[src/rtl/rxw_pkg.sv]
package rxw_pkg;
  typedef enum logic [2:0] {
    ST_IDLE   = 3'd0,
    ST_POP    = 3'd1,
    ST_WAIT   = 3'd2,
    ST_WRITE  = 3'd3,
    ST_UPDATE = 3'd4
  } rxw_state_e;
endpackage

[src/rtl/rxw_packer.sv]
// Byte lane packer: collects bytes into a word and tracks which lanes are new.
module rxw_packer #(
  parameter int BYTE_W = 8,
  parameter int BYTES  = 4
) (
  input  logic                      clk,
  input  logic                      rst,
  input  logic                      load_i,
  input  logic [BYTE_W-1:0]         byte_i,
  input  logic                      clr_i,
  output logic [BYTE_W*BYTES-1:0]   word_o,
  output logic [BYTE_W*BYTES-1:0]   mask_o,
  output logic                      last_o,
  output logic                      done_o
);
  localparam int WORD_W = BYTE_W * BYTES;
  localparam int POS_W  = (BYTES > 1) ? $clog2(BYTES) : 1;
  localparam logic [POS_W-1:0] LAST_POS = POS_W'(BYTES - 1);

  logic [POS_W-1:0] pos_q;
  logic [BYTES-1:0] strb_q;
  logic [WORD_W-1:0] word_q;
  logic              done_q;

  assign last_o = (pos_q == LAST_POS);

  always_ff @(posedge clk) begin
    if (rst) begin
      pos_q  <= '0;
      strb_q <= '0;
      done_q <= 1'b0;
      word_q <= '0;
    end else if (load_i) begin
      for (int i = 0; i < BYTES; i++) begin
        if (pos_q == POS_W'(i)) begin
          word_q[i*BYTE_W +: BYTE_W] <= byte_i;
          strb_q[i]                  <= 1'b1;
        end
      end
      pos_q <= last_o ? '0 : pos_q + 1'b1;
      if (last_o) done_q <= 1'b1;
    end else if (clr_i) begin
      strb_q <= '0;
      done_q <= 1'b0;
    end
  end

  logic [WORD_W-1:0] lane_mask;
  for (genvar g = 0; g < BYTES; g++) begin : g_lane
    assign lane_mask[g*BYTE_W +: BYTE_W] = {BYTE_W{strb_q[g]}};
  end

  assign mask_o = (strb_q == '0) ? '1 : lane_mask;
  assign word_o = word_q;
  assign done_o = done_q;
endmodule

[src/rtl/rxw_timer.sv]
// Reloadable countdown that saturates at zero.
module rxw_timer #(
  parameter int TMR_W = 8
) (
  input  logic             clk,
  input  logic             rst,
  input  logic             load_i,
  input  logic             run_i,
  input  logic [TMR_W-1:0] reload_i,
  output logic             expired_o
);
  logic [TMR_W-1:0] cnt_q;

  always_ff @(posedge clk) begin
    if (rst)                        cnt_q <= '0;
    else if (load_i)                cnt_q <= reload_i;
    else if (run_i && cnt_q != '0)  cnt_q <= cnt_q - 1'b1;
  end

  assign expired_o = (cnt_q == '0);
endmodule

[src/rtl/rxw_wptr.sv]
// Write pointer with phase bit, programmable wrap point and full compare.
module rxw_wptr #(
  parameter int IDX_W = 4
) (
  input  logic             clk,
  input  logic             rst,
  input  logic             adv_i,
  input  logic [IDX_W-1:0] limit_i,
  input  logic [IDX_W:0]   rptr_i,
  output logic [IDX_W:0]   wptr_o,
  output logic             full_o
);
  logic [IDX_W:0] wptr_q;
  logic [IDX_W:0] diff;

  always_ff @(posedge clk) begin
    if (rst) begin
      wptr_q <= '0;
    end else if (adv_i) begin
      if (wptr_q[IDX_W-1:0] == limit_i) begin
        wptr_q[IDX_W-1:0] <= '0;
        wptr_q[IDX_W]     <= ~wptr_q[IDX_W];
      end else begin
        wptr_q[IDX_W-1:0] <= wptr_q[IDX_W-1:0] + 1'b1;
      end
    end
  end

  assign diff   = wptr_q - rptr_i;
  assign full_o = diff[IDX_W] && (diff[IDX_W-1:0] == '0);
  assign wptr_o = wptr_q;
endmodule

[src/rtl/rx_sram_writer.sv]
module rx_sram_writer #(
  parameter int BYTE_W = 8,
  parameter int BYTES  = 4,
  parameter int IDX_W  = 4,
  parameter int ADDR_W = 10,
  parameter int TMR_W  = 8,
  parameter int MODE_W = 2,
  parameter logic [MODE_W-1:0] FW_MODE = MODE_W'(2)
) (
  input  logic                      clk,
  input  logic                      rst,
  input  logic [MODE_W-1:0]         mode_i,
  input  logic                      fifo_valid_i,
  input  logic [BYTE_W-1:0]         fifo_data_i,
  output logic                      fifo_pop_o,
  input  logic [ADDR_W-1:0]         base_i,
  input  logic [IDX_W-1:0]          limit_i,
  input  logic [IDX_W:0]            rptr_i,
  input  logic [TMR_W-1:0]          timeout_i,
  output logic                      sram_req_o,
  input  logic                      sram_gnt_i,
  output logic [ADDR_W-1:0]         sram_addr_o,
  output logic [BYTE_W*BYTES-1:0]   sram_wdata_o,
  output logic [BYTE_W*BYTES-1:0]   sram_wmask_o,
  output logic [IDX_W:0]            wptr_o,
  output logic                      full_o
);
  import rxw_pkg::*;

  localparam int WORD_W = BYTE_W * BYTES;

  rxw_state_e st, st_nxt;
  logic active, last_lane, word_done, expired;
  logic [WORD_W-1:0] word, mask;

  assign active = (mode_i == FW_MODE);

  always_ff @(posedge clk) begin
    if (rst) st <= ST_IDLE;
    else     st <= st_nxt;
  end

  always_comb begin
    st_nxt = st;
    unique case (st)
      ST_IDLE:   if (active && fifo_valid_i && !full_o) st_nxt = ST_POP;
      ST_POP:    st_nxt = last_lane ? ST_WRITE : ST_WAIT;
      ST_WAIT: begin
        if (fifo_valid_i) st_nxt = ST_POP;
        else if (expired) st_nxt = ST_WRITE;
      end
      ST_WRITE:  if (sram_gnt_i) st_nxt = ST_UPDATE;
      ST_UPDATE: st_nxt = ST_IDLE;
      default:   st_nxt = ST_IDLE;
    endcase
  end

  rxw_packer #(.BYTE_W(BYTE_W), .BYTES(BYTES)) u_pack (
    .clk    (clk),
    .rst    (rst),
    .load_i (st == ST_POP),
    .byte_i (fifo_data_i),
    .clr_i  (st == ST_UPDATE),
    .word_o (word),
    .mask_o (mask),
    .last_o (last_lane),
    .done_o (word_done)
  );

  rxw_timer #(.TMR_W(TMR_W)) u_tmr (
    .clk       (clk),
    .rst       (rst),
    .load_i    (st == ST_POP),
    .run_i     (st == ST_WAIT),
    .reload_i  (timeout_i),
    .expired_o (expired)
  );

  rxw_wptr #(.IDX_W(IDX_W)) u_ptr (
    .clk     (clk),
    .rst     (rst),
    .adv_i   ((st == ST_UPDATE) && word_done),
    .limit_i (limit_i),
    .rptr_i  (rptr_i),
    .wptr_o  (wptr_o),
    .full_o  (full_o)
  );

  assign fifo_pop_o   = (st == ST_POP);
  assign sram_req_o   = (st == ST_WRITE);
  assign sram_addr_o  = base_i + ADDR_W'(wptr_o[IDX_W-1:0]);
  assign sram_wdata_o = word;
  assign sram_wmask_o = mask;
endmodule

[config.mk]
export PLATFORM = sky130hd
export DESIGN_NAME = rx_sram_writer
export DESIGN_NICKNAME = d
export VERILOG_FILES = /design/src/rtl/rxw_pkg.sv /design/src/rtl/rxw_packer.sv /design/src/rtl/rxw_timer.sv /design/src/rtl/rxw_wptr.sv /design/src/rtl/rx_sram_writer.sv
export SDC_FILE = /design/constraint.sdc
export NUM_CORES = 1
export LEC_CHECK = 0
export ABC_CLOCK_PERIOD_IN_PS = 2700
export BUFFER_PORTS_ARGS = -buffer_cell sky130_fd_sc_hd__buf_2
export CAP_MARGIN = 20
export CELL_PAD_IN_SITES_DETAIL_PLACEMENT = 0
export CELL_PAD_IN_SITES_GLOBAL_PLACEMENT = 1
export CORE_AREA = 2 2 82 116
export DETAILED_ROUTE_END_ITERATION = 8
export DIE_AREA = 0 0 84 118
export PLACE_DENSITY = 0.75
export RECOVER_POWER = 100
export SYNTH_ARGS = -nofsm -noshare
export SYNTH_HDL_FRONTEND = slang
export SYNTH_SLANG_ARGS = --single-unit
[constraint.sdc]
create_clock -name clk -period 2.7 [get_ports clk]
set_input_delay 0.54 -clock clk [delete_from_list [all_inputs] [get_ports clk]]
set_output_delay 0.54 -clock clk [all_outputs]
set_load 0.01 [all_outputs]
==> After elaboration in Yosys (flattened, before gate mapping) <==
Cells that the tools add are included.
{ "op_classes": {"add_sub_neg": 5, "n_eq_ne": 16, "n_mux": 19, "n_bitwise": 1, "n_reduce_logical": 24} }
{ "ops": {"columns": ["op", "n"], "rows": [
  ["$mux 32", 1],
  ["$reduce_and 2->1", 9],
  ["$mux 8", 2],
  ["$mux 3", 4],
  ["$mux 4", 3],
  ["$pmux 3 s4", 1],
  ["$add 10x4->10", 1],
  ["$ne 2x1->1 const B", 5],
  ["$logic_not 4->1", 2],
  ["$logic_not 8->1", 1],
  ["$reduce_bool 8->1", 1],
  ["$sub 8x1->8 const B", 1],
  ["$mux 1", 7],
  ["$eq 2x2->1 const B", 3],
  ["$eq 3x2->1 const B", 2],
  ["$logic_and 1x1->1", 5],
  ["$sub 5x5->5", 1],
  ["$add 4x1->4 const B", 1],
  ["$eq 4x4->1", 1],
  ["$reduce_bool 2->1", 2],
  ["$eq 3x1->1 const B", 1],
  ["$eq 3x3->1 const B", 1],
  ["$logic_not 3->1", 1],
  ["$ne 3x3->1 const B", 1],
  ["other kinds (8)", 8]
]} }
{ "word_totals": {"regBits": 55, "in_bits": 41, "out_inout_bits": 82, "wordCells": 79} }

==> Logic depth before layout (Yosys ltp) <==
Gate-level depths: netlist (run 1).
{ "logic_depth": {"word_depth": 7, "depth_mapped": 9, "mapped_depth_nobuf": 9} }

==> Cells and area by module <==
A second synthesis (run 1) with hierarchy kept.
{ "hier_totals": {"hier_cells": 357, "hier_area_um2": 3291.9} }
{ "modules_own_cells": {"columns": ["mod", "instances", "cells_per_inst", "area_per_inst_um2", "seq_area_each_um2"], "rows": [
  ["rxw_packer", 1, 180, 1825.5, 760.7],
  ["rx_sram_writer", 1, 69, 524.3, 60.1],
  ["rxw_timer", 1, 59, 515.5, 160.2],
  ["rxw_wptr", 1, 49, 426.7, 100.1]
]} }

==> Least setup slack after synthesis (run 1) <==
Ideal clock, no wire load.
{ "synth_timing": {"kind": "input port to output port", "from": "input rptr_i[0]", "to": "output full_o", "t_arrival_ps": 1843, "t_required_ps": 2160, "path_slack_ps": 317, "path_stages": 8, "n_path_buf": 0, "cell_sequence": "ha_1 > inv_1 > fa_1 > a21o_1 > a21oi_1 > xnor2_1 > nand4b_1 > nor2_1"} }
{ "synth_via": {"elab_chain_len": 3} }
{ "synth_lines": {"columns": ["element", "line", "text"], "rows": [
  ["start, declared", "rx_sram_writer.sv:18", "input logic [IDX_W:0] rptr_i,"],
  ["$sub 5x5->5 (*)", "rxw_wptr.sv:29", "assign diff = wptr_q - rptr_i;"],
  ["$logic_not 4->1", "rxw_wptr.sv:30", "assign full_o = diff[IDX_W] && (diff[IDX_W-1:0] == '0);"],
  ["$logic_and 1x1->1 (*)", "rxw_wptr.sv:30", null],
  ["end, declared", "rx_sram_writer.sv:26", "output logic full_o"]
]} }
Mark *: on every way between the ends. The rest lies on a longest branch, timed or not.

==> Final worst setup path (run 1) <==
{ "layout_timing": {"from": "register u_ptr.wptr_q[0] (netlist: u_ptr.wptr_o[0])", "to": "output full_o"} }
{ "layout_via": {"elab_chain_len": 3} }
{ "layout_lines": {"columns": ["element", "line", "text"], "rows": [
  ["start, declared", "rxw_wptr.sv:13", "logic [IDX_W:0] wptr_q;"],
  ["start signal, assigned by index", "rxw_wptr.sv:22", "wptr_q[IDX_W] <= ~wptr_q[IDX_W];"],
  ["start signal, assigned by index", "rxw_wptr.sv:24", "wptr_q[IDX_W-1:0] <= wptr_q[IDX_W-1:0] + 1'b1;"],
  ["$sub 5x5->5 (*)", "rxw_wptr.sv:29", null],
  ["$logic_not 4->1", "rxw_wptr.sv:30", null],
  ["$logic_and 1x1->1 (*)", "rxw_wptr.sv:30", null]
]} }
Marked as above.

==> results of run 1 <==
==> registers in the layout, summed over array words and instances (netlist names) <==
| signal | flops |
|---|---|
| st | 3 |
| u_pack.done_o | 1 |
| u_tmr.cnt_q | 8 |
| u_pack.strb_q | 3 |
| u_ptr.wptr_o | 5 |
| u_pack.word_o | 32 |
| u_pack.pos_q | 2 |
==> Yosys cell counts <==
master	count	area [sq um]
nand2_1	79	297
dfxtp_1	54	1080
a21oi_1	49	245
nor2_1	29	109
buf_4	28	210
inv_1	18	67.6
ha_1	15	188
xor2_1	14	123
clkbuf_1	12	45.0
xnor2_1	11	96.3
nor3_1	7	35.0
a211oi_1	5	37.5
nand2b_1	4	25.0
nand3_1	4	20.0
o21bai_1	4	30.0
a21o_1	3	22.5
and2_1	3	18.8
nor3b_1	3	22.5
o21ai_0	3	15.0
or2_2	3	18.8
fa_1	2	40.0
mux2i_1	2	20.0
nand3b_1	2	15.0
nand4_1	2	12.5
nand4b_1	2	17.5
a211oi_2	1	12.5
a221oi_1	1	8.76
a31oi_1	1	6.26
and2b_1	1	7.51
buf_2	1	5.00
buf_6	1	11.3
nor2b_1	1	6.26
nor4_1	1	6.26
nor4_4	1	21.3
nor4b_2	1	15.0
o211ai_1	1	7.51
o32ai_1	1	8.76
or3b_2	1	8.76
or3b_4	1	11.3
or4_1	1	7.51
or4b_4	1	13.8
==> power breakdown <==
| part | switching (mW) | internal [mW] | leakage (nW) | total, mW |
|---|---|---|---|---|
| sequential | 0.125 | 0.913 | 0.439 | 1.04 |
| combinational | 0.686 | 0.479 | 0.999 | 1.16 |
| clock | 0.310 | 0.349 | 0.0704 | 0.659 |
| total | 1.12 | 1.74 | 1.51 | 2.86 |
==> placed cells by master, fill, tap and decap left out, types with 5 or more instances in the layout <==
master and instances:
xor2_1 14, dfxtp_1 52, inv_1 18, clkbuf_1 27
clkbuf_16 5, buf_2 95, nor2_1 29, nand2_1 79
a21oi_1 48, nor3_1 7, a211oi_1 5, xnor2_1 11
ha_1 15
==> per-stage QoR <==
stage                     worst slack (ps)  hold WS (ps)  area [sq um]  power, mW
after CTS                             24.5           459          3620       2.91
after global placement                 129           442          3460       2.23
after global routing                 -23.7           476          3590       3.07
after floorplan                        317           469          2970       2.07
final                                  120           458          3590       2.86
after detailed placement              79.9           447          3460       2.24
==> what timing repair did <==
action,CTS,global route
gates resized for setup,2,4
buffers inserted,0,0
hold endpoints to repair,0,0
setup endpoints to repair,3,4
==> worst reg2reg max path, cell delays in order (launching register included) <==
cell      delay, ps
dfxtp_1         340
inv_1            90
ha_1            150
nor4b_2         450
a21oi_1         300
a221oi_1        440
nand3_1         120
o32ai_1         130
==> metal layers <==
layer	part of all wire, %	track usage, %
met1	42	17.7
met3	3.4	2.52
met4	2.2	5.65
met2	53	27.5
met5	0	0
==> logic make-up (layout without fill, tap and decap cells) <==
group / Yosys count / count (layout)
xor+xnor: 25 / 25
simple gates: 147 / 147
buf+inv: 60 / 151
compound gates: 69 / 69
mux: 2 / 2
flops: 54 / 54
fa+ha+maj: 17 / 17
==> final cells by class <==
class | instances | area [sq um]
sequential | 54 | 1090
multi-input combinational | 260 | 1560
fill | 974 | 5280
inverter | 18 | 67.6
timing repair buffer | 125 | 599
tap | 107 | 134
clock buffer | 5 | 125
clock inverter | 3 | 25.0
==> final timing paths <==
| check | startpoint | end | slack, ps | depth (start not counted) |
|---|---|---|---|---|
| worst max-delay path | u_ptr.wptr_o[0] | full_o | 120 | 10 |
| worst min register to register | u_pack.word_o[22] | u_pack.word_o[22] | 460 | 2 |
| worst max register to register | u_tmr.cnt_q[0] | st[0] | 610 | 7 |
| worst min-delay path | u_pack.word_o[22] | u_pack.word_o[22] | 460 | 2 |
==> flow_summary_export.csv, run 1 <==
group,metric,value,unit
floorplanning,dieWidth,84,um
global_route,grt_pass1_vias,2556,
floorplanning,fp-row-count,41,
setup_path,endpoint_kind,"primary output",
timing,setup_viol_count_final,0,
timing,slew_headroom,63.0,%
cells_and_area,diodes,0,
setup_path,path_buf_inv,3,
setup_path,path_cells,"inv_1, ha_1, inv_1, fa_2, a21o_1, a21oi_2, xnor2_1, nand4b_1, nor2_1, buf_2",
synth,syn-num-nets,432,
pwr,leakage,1.51,nW
setup_path,startpoint_type,"register",
synth,avgSynthCellArea,7.94,sq um
clock_network,clockBufferDepth,2,
clock_network,clock_latency,300,ps
setup_path,crit_arrival,2040,ps
cells_and_area,drive_gt1_share,25.8,%
timing,final.period_utilization,95.6,%
job,maxCapViolCount,0,
outcome,run_status,"finished clean",
cells_and_area,syn2layout_area_growth,21.1,%
routing,drc_errors,0,
routing,routed_wl,7690,um
timing,slew_viol_final,0,
place,dp_hpwl,5860,um
floorplanning,pin_count,123,
floorplanning,core_area,8870,sq um
routing,via_per_inst,4.69,
synth,synth_top_family_by_area,"simple AND/OR/NAND/NOR gates",
synth,synth_fa_ha_area_share,7.67,%
global_route,overflow,0,
routing,wl_per_cell,13.4,um
clock_network,cts_buffers,5,
timing,finalCriticalPeriod,2580,ps
timing,rsz0062_at_grt,"true",
worst_hold_path,worstHoldPathType,"register to register",
setup_path,crit_path_frequent_cell,"inv_1",
routing,firstDrtPassIters,4,
floorplanning,die_area,9910,sq um
place,gp_congestion,0.798,
synth,synth_compound_area_share,13.3,%
setup_path,path_class,"register to primary output",
global_route,grt_pass1_wl,12300,um
synth,ys_warn_count,0,
pwr,power.density,796,nW/um^2
timing,skew,6.58,ps
clock_network,cts-root-buf,"clkbuf_16",
cells_and_area,fin_nets,522,
setup_path,required,2160,ps
clock_network,htree_levels,2,
cells_and_area,layout.cells.non_filler,572,
clock_network,clk_transition_reported_paths,80,ps
synth,synthSimpleGateAreaFrac,23.2,%
setup_path,cpPeakStageDelay,340,ps
global_route,grt_util_all_layers,15.2,%
clock_network,cts_tree,"built",
timing,hold_viol_final,0,
routing,drt-initial-drc-count,71,
setup_path,slowest_stage,"dfxtp_2",
setup_path,critPathTopFamily,"adder cells",
synth,ys_seq_area_share,36.4,%
clock_network,cts_sinks,54,
global_route,antenna_found_initial,0,
synth,syn_inst,374,
floorplanning,die_height,118,um
pwr,ir_drop,437,uV
synth,synth.cell_area,2970,sq um
clock_network,postCtsHoldBufs,0,
synth,synthDistinctLibCells,41,
routing,antenna_left,0,
place,io_buffers,122,
timing,final.setup.tns,0,ps
floorplanning,initial_core_util,33.5,%
cells_and_area,utilization,40.5,%
routing,vias,2681,
timing,worst_slew_pin_slew,552,ps
timing,clock.fmax,388,MHz
synth,synth-xor-area-share,7.37,%
synth,synthMuxAreaShare,0.674,%
setup_path,cp_max_fo,4,
place,dpl.cell_count,564,
synth,ys_ff_latch,54,
global_route,grt_max_degree,32,
Note: power is estimated with default switching activity, not from simulation.
==> run 2: changes to the inputs <==
ABC_AREA = 1   (was default)
CORE_AREA = 2 2 84 118   (was 2 2 82 116)
DIE_AREA = 0 0 86 120   (was 0 0 84 118)
PLACE_DENSITY = 0.74   (was 0.75)
RECOVER_POWER = default   (was 100)
==> flow_summary_export.csv, run 2 <==
group,metric,value,unit
clock_network,cts-root-buf,"clkbuf_16",
clock_network,cts_tree,"built",
floorplanning,pin_count,123,
setup_path,path_class,"register to primary output",
cells_and_area,fin_nets,568,
cells_and_area,diodes,0,
timing,slew_viol_final,0,
timing,worst_slew_pin_slew,537,ps
place,io_buffers,122,
timing,setup_viol_count_final,0,
floorplanning,core_area,9300,sq um
synth,synthDistinctLibCells,31,
floorplanning,initial_core_util,32.3,%
synth,ys_warn_count,0,
pwr,power.density,820,nW/um^2
routing,wl_per_cell,12.1,um
synth,synth_edf_count,0,
timing,slew_headroom,64.2,%
cells_and_area,largest_reg_flops,32,
setup_path,reg2regPathDepth,16,
routing,wl_met2,3760,um
routing,drt-initial-drc-count,83,
routing,via_per_inst,4.55,
cells_and_area,drive_gt1_share,31.3,%
synth,synth_flop_cell,"dfxtp_1",
synth,syn_inst,411,
outcome,run_status,"finished clean",
synth,ys_ff_latch,54,
timing,final.setup.tns,0,ps
setup_path,crit_arrival,1990,ps
worst_hold_path,worstHoldPathType,"register to register",
setup_path,worstSetupStartpoint,"u_ptr.wptr_o[0]",
floorplanning,dieWidth,86,um
place,post_dp_cell_area,3540,sq um
place,dp_hpwl,5760,um
setup_path,endpoint_kind,"primary output",
global_route,overflow,0,
routing,drc_errors,0,
setup_path,reg2reg_slack,760,ps
floorplanning,fp-row-count,42,
synth,synth.top_cells.by_count,"nor2_1 (81), dfxtp_1 (54), o21ai_0 (47), nand2_1 (45), inv_1 (41)",
global_route,grt_pass1_vias,2575,
global_route,antenna_found_initial,0,
synth,synth.cell_area,3010,sq um
place,gp_congestion,0.806,
clock_network,clock_latency,290,ps
synth,async_reset_ff_share,0,%
synth,synth_top_area_share,36.0,%
floorplanning,die_height,120,um
cells_and_area,layout.cells.non_filler,621,
routing,route.met3.wl,442,um
setup_path,cp_max_fo,6,
timing,skew,6.60,ps
cells_and_area,final_area,3740,sq um
timing,clock.fmax,395,MHz
timing,final.period_utilization,93.7,%
pwr,ir_drop,416,uV
setup_path,r2r-end,"st[1]",
timing,holdWs,466,ps
clock_network,clk_transition_reported_paths,70,ps
cells_and_area,syn2layout_area_growth,24.6,%
routing,antenna_left,0,
clock_network,clockBufferDepth,2,
routing,routed_wl,7540,um
cells_and_area,final_common_cell,"buf_2",
global_route,grt_util_all_layers,14.8,%
routing,vias,2827,
timing,hold_viol_final,0,
floorplanning,die_area,10300,sq um
job,maxCapViolCount,0,
cells_and_area,nFillCells,1030,
setup_path,endpoint,"sram_addr_o[8]",
clock_network,postCtsHoldBufs,0,
setup_path,r2r_start,"u_ptr.wptr_o[0]",
timing,finalCriticalPeriod,2530,ps
synth,avgSynthCellArea,7.32,sq um
routing,highest_layer,"met4",
synth,yosysMostFrequentCell,"nor2_1",
timing,rsz0062_at_grt,"false",
clock_network,cts_sinks,54,
global_route,grt_pass1_wl,12200,um
synth,syn-num-nets,469,
synth,synthTopCellsByArea,"dfxtp_1 (36%), nor2_1 (10%), o21ai_0 (7.8%)",
clock_network,cts_buffers,5,
cells_and_area,layout_common_cells,"buf_2 (122), nor2_1 (81), dfxtp_1 (53)",
cells_and_area,multiInputGateArea,1500,sq um
routing,firstDrtPassIters,4,
cells_and_area,regArea,1080,sq um
routing,met1_length,3250,um
global_route,grt_max_degree,27,
pwr,leakage,1.89,nW
synth,yosysTopAreaCell,"dfxtp_1",
synth,ys_seq_area_share,36.0,%
setup_path,startpoint_type,"register",
setup_path,required,2160,ps
clock_network,htree_levels,2,
place,dpl.cell_count,612,
run 2: timing repair:
item | in CTS | in global routing
setup endpoints to repair | 2 | 4
gates resized for setup | 2 | 5
setup buffers | 0 | 1
run 2: worst max-delay path, stage by stage (launching register included):
cell	delay [ps]
dfxtp_4	380
ha_1	170
inv_1	60
fa_2	370
o21ai_2	170
and3_4	200
nand3_1	80
xnor2_1	120
buf_2	140
run 2: metal layers:
layer,vias to the layer above,track usage [%]
li1,1483,-
met1,1243,17.7
met2,92,26.4
met3,9,2.61
met4,0,4.46
met5,-,0
run 2: kinds of logic (layout without fill, tap and decap cells):
logic type / Yosys count / in the layout / synth area share (%)
DFF: 54 / 54 / 36.0
and+or+nand+nor: 160 / 160 / 23.6
AOI/OAI and AO/OA: 77 / 77 / 13.3
buffers and inverters: 86 / 186 / 14.6
xor gates and xnor gates: 17 / 17 / 4.95
adders and majority gates: 17 / 17 / 7.57
run 2: per-stage QoR:
step                      total power [mW]  setup WS [ps]  utilization [%]
after floorplan                       2.13            276                -
after global placement                2.32            104             38.1
after detailed placement              2.33           60.6             38.1
after CTS                             3.12           28.7             40.0
after global routing                  3.33           19.2             40.3
final                                 3.07            170             40.3
run 2: worst min path at each step:
| stage | cells past startpoint | slack, ps | end | from |
|---|---|---|---|---|
| 2_1_floorplan | 2 | 440 | u_pack.strb_q[0] | u_pack.strb_q[0] |
| 3_3_place_gp | 2 | 450 | u_pack.strb_q[2] | u_pack.strb_q[2] |
| 3_5_place_dp | 2 | 460 | u_pack.strb_q[1] | u_pack.strb_q[1] |
| 4_1_cts | 2 | 470 | u_pack.strb_q[1] | u_pack.strb_q[1] |
| 5_1_grt | 2 | 490 | u_pack.strb_q[1] | u_pack.strb_q[1] |
| 6_report | 2 | 470 | u_pack.strb_q[1] | u_pack.strb_q[1] |
run 2: final cells by class:
type / count / area share [%]
inverter: 51 / 5.18
tap: 110 / 3.68
clock inverter: 2 / 1.04
sequential: 54 / 29.0
clock buffer: 6 / 3.71
timing repair buffer: 127 / 17.3
multi-input combinational: 271 / 40.1
run 2: power breakdown:
part	total [mW]	internal (mW)	switching (mW)
sequential	1.01	0.931	0.0774
combinational	1.29	0.479	0.815
clock	0.766	0.467	0.300
==> run 3: changes to the inputs <==
PLACE_DENSITY = 0.78   (was 0.74)
==> flow_summary_export.csv, run 3 (same netlist as run 2, synthesis figures left out) <==
group,metric,value,unit
setup_path,cp_max_fo,6,
timing,final.setup.tns,0,ps
routing,firstDrtPassIters,4,
cells_and_area,diodes,0,
floorplanning,die_height,120,um
timing,rsz0062_at_grt,"false",
cells_and_area,final_common_cell,"buf_2",
timing,hold_viol_final,0,
routing,wl_per_cell,12.3,um
floorplanning,pin_count,123,
cells_and_area,nFillCells,1018,
timing,finalCriticalPeriod,2580,ps
global_route,grt_pass1_wl,12100,um
floorplanning,die_area,10300,sq um
global_route,overflow,0,
cells_and_area,drive_gt1_share,30.9,%
cells_and_area,syn2layout_area_growth,23.5,%
place,io_buffers,122,
timing,final.period_utilization,95.5,%
global_route,grt_pass1_vias,2578,
timing,worst_slew_pin_slew,514,ps
clock_network,clock_latency,300,ps
clock_network,clk_transition_reported_paths,70,ps
clock_network,postCtsHoldBufs,0,
cells_and_area,regArea,1080,sq um
cells_and_area,largest_reg_flops,32,
clock_network,cts_tree,"built",
timing,clock.fmax,388,MHz
routing,vias,2842,
cells_and_area,fin_nets,568,
setup_path,path_class,"register to primary output",
place,dpl.cell_count,613,
cells_and_area,multiInputGateArea,1490,sq um
timing,skew,4.61,ps
timing,setup_viol_count_final,0,
routing,drc_errors,0,
setup_path,required,2160,ps
global_route,antenna_found_initial,0,
floorplanning,initial_core_util,32.3,%
cells_and_area,layout_common_cells,"buf_2 (122), nor2_1 (81), dfxtp_1 (53)",
setup_path,endpoint_kind,"primary output",
timing,slew_headroom,65.7,%
pwr,leakage,1.88,nW
global_route,grt_max_degree,28,
clock_network,cts_buffers,5,
setup_path,crit_arrival,2040,ps
job,maxCapViolCount,0,
global_route,grt_util_all_layers,14.6,%
timing,slew_viol_final,0,
clock_network,cts-root-buf,"clkbuf_16",
pwr,power.density,804,nW/um^2
floorplanning,core_area,9300,sq um
floorplanning,fp-row-count,42,
outcome,run_status,"finished clean",
place,gp_congestion,0.831,
routing,routed_wl,7670,um
clock_network,clockBufferDepth,2,
place,dp_hpwl,5820,um
cells_and_area,layout.cells.non_filler,621,
clock_network,htree_levels,2,
clock_network,cts_sinks,54,
routing,drt-initial-drc-count,83,
setup_path,startpoint_type,"register",
floorplanning,dieWidth,86,um
pwr,ir_drop,333,uV
routing,via_per_inst,4.58,
worst_hold_path,worstHoldPathType,"register to register",
routing,antenna_left,0,
run 3: cell type report:
| type | count | share of cell area, % |
|---|---|---|
| timing repair buffer | 127 | 17.6 |
| inverter | 51 | 5.22 |
| clock inverter | 2 | 0.472 |
| clock buffer | 6 | 3.74 |
| sequential | 54 | 29.1 |
| multi-input combinational | 271 | 40.2 |
| tap | 110 | 3.71 |
run 3: path summary, 6_finish.rpt:
path / from / end / slack [ps] / cells past startpoint
setup / recovery: u_ptr.wptr_o[0] / full_o / 120 / 13
hold / removal: u_pack.strb_q[2] / u_pack.strb_q[2] / 470 / 2
setup reg to reg: u_ptr.wptr_o[0] / st[1] / 600 / 16
hold reg to reg: u_pack.strb_q[2] / u_pack.strb_q[2] / 470 / 2
run 3: report_power, final:
part | internal [mW] | switching, mW | total, mW
registers | 0.932 | 0.0752 | 1.01
logic | 0.480 | 0.820 | 1.30
clock network | 0.373 | 0.306 | 0.679
total | 1.78 | 1.20 | 2.99
run 3: through the flow:
step	cell area (sq um)	hold WS, ps	setup slack [ps]	util, %	power, mW
6_report	3710	468	123	39.9	2.99
5_1_grt	3710	483	8.89	39.9	3.23
4_1_cts	3700	468	52.0	39.8	3.02
3_5_place_dp	3550	456	118	38.1	2.33
3_3_place_gp	3550	453	123	38.1	2.32
2_1_floorplan	3010	440	276	-	2.13
run 3: what timing repair did:
item | CTS | global route
buffers inserted | 0 | 0
endpoints found under the setup margin | 0 | 4
resized for setup | 0 | 5
run 3: per-layer routing:
| metal | track usage [%] | vias to the layer above | routed length, um |
|---|---|---|---|
| met2 | 27.6 | 89 | 3990 |
| met3 | 1.99 | 6 | 450 |
| met1 | 16.2 | 1272 | 3120 |
| li1 | - | 1475 | - |
| met5 | 0 | - | 0 |
| met4 | 5.06 | 0 | 108 |
run 3: critical path, stage by stage, from the launching register on:
cell,delay (ps)
dfxtp_2,340
buf_6,120
inv_1,60
ha_1,180
inv_2,60
fa_1,390
inv_1,70
nand2_1,50
nor2_1,100
nand2_1,60
nor2_1,80
nand2_1,70
inv_1,50
buf_2,120
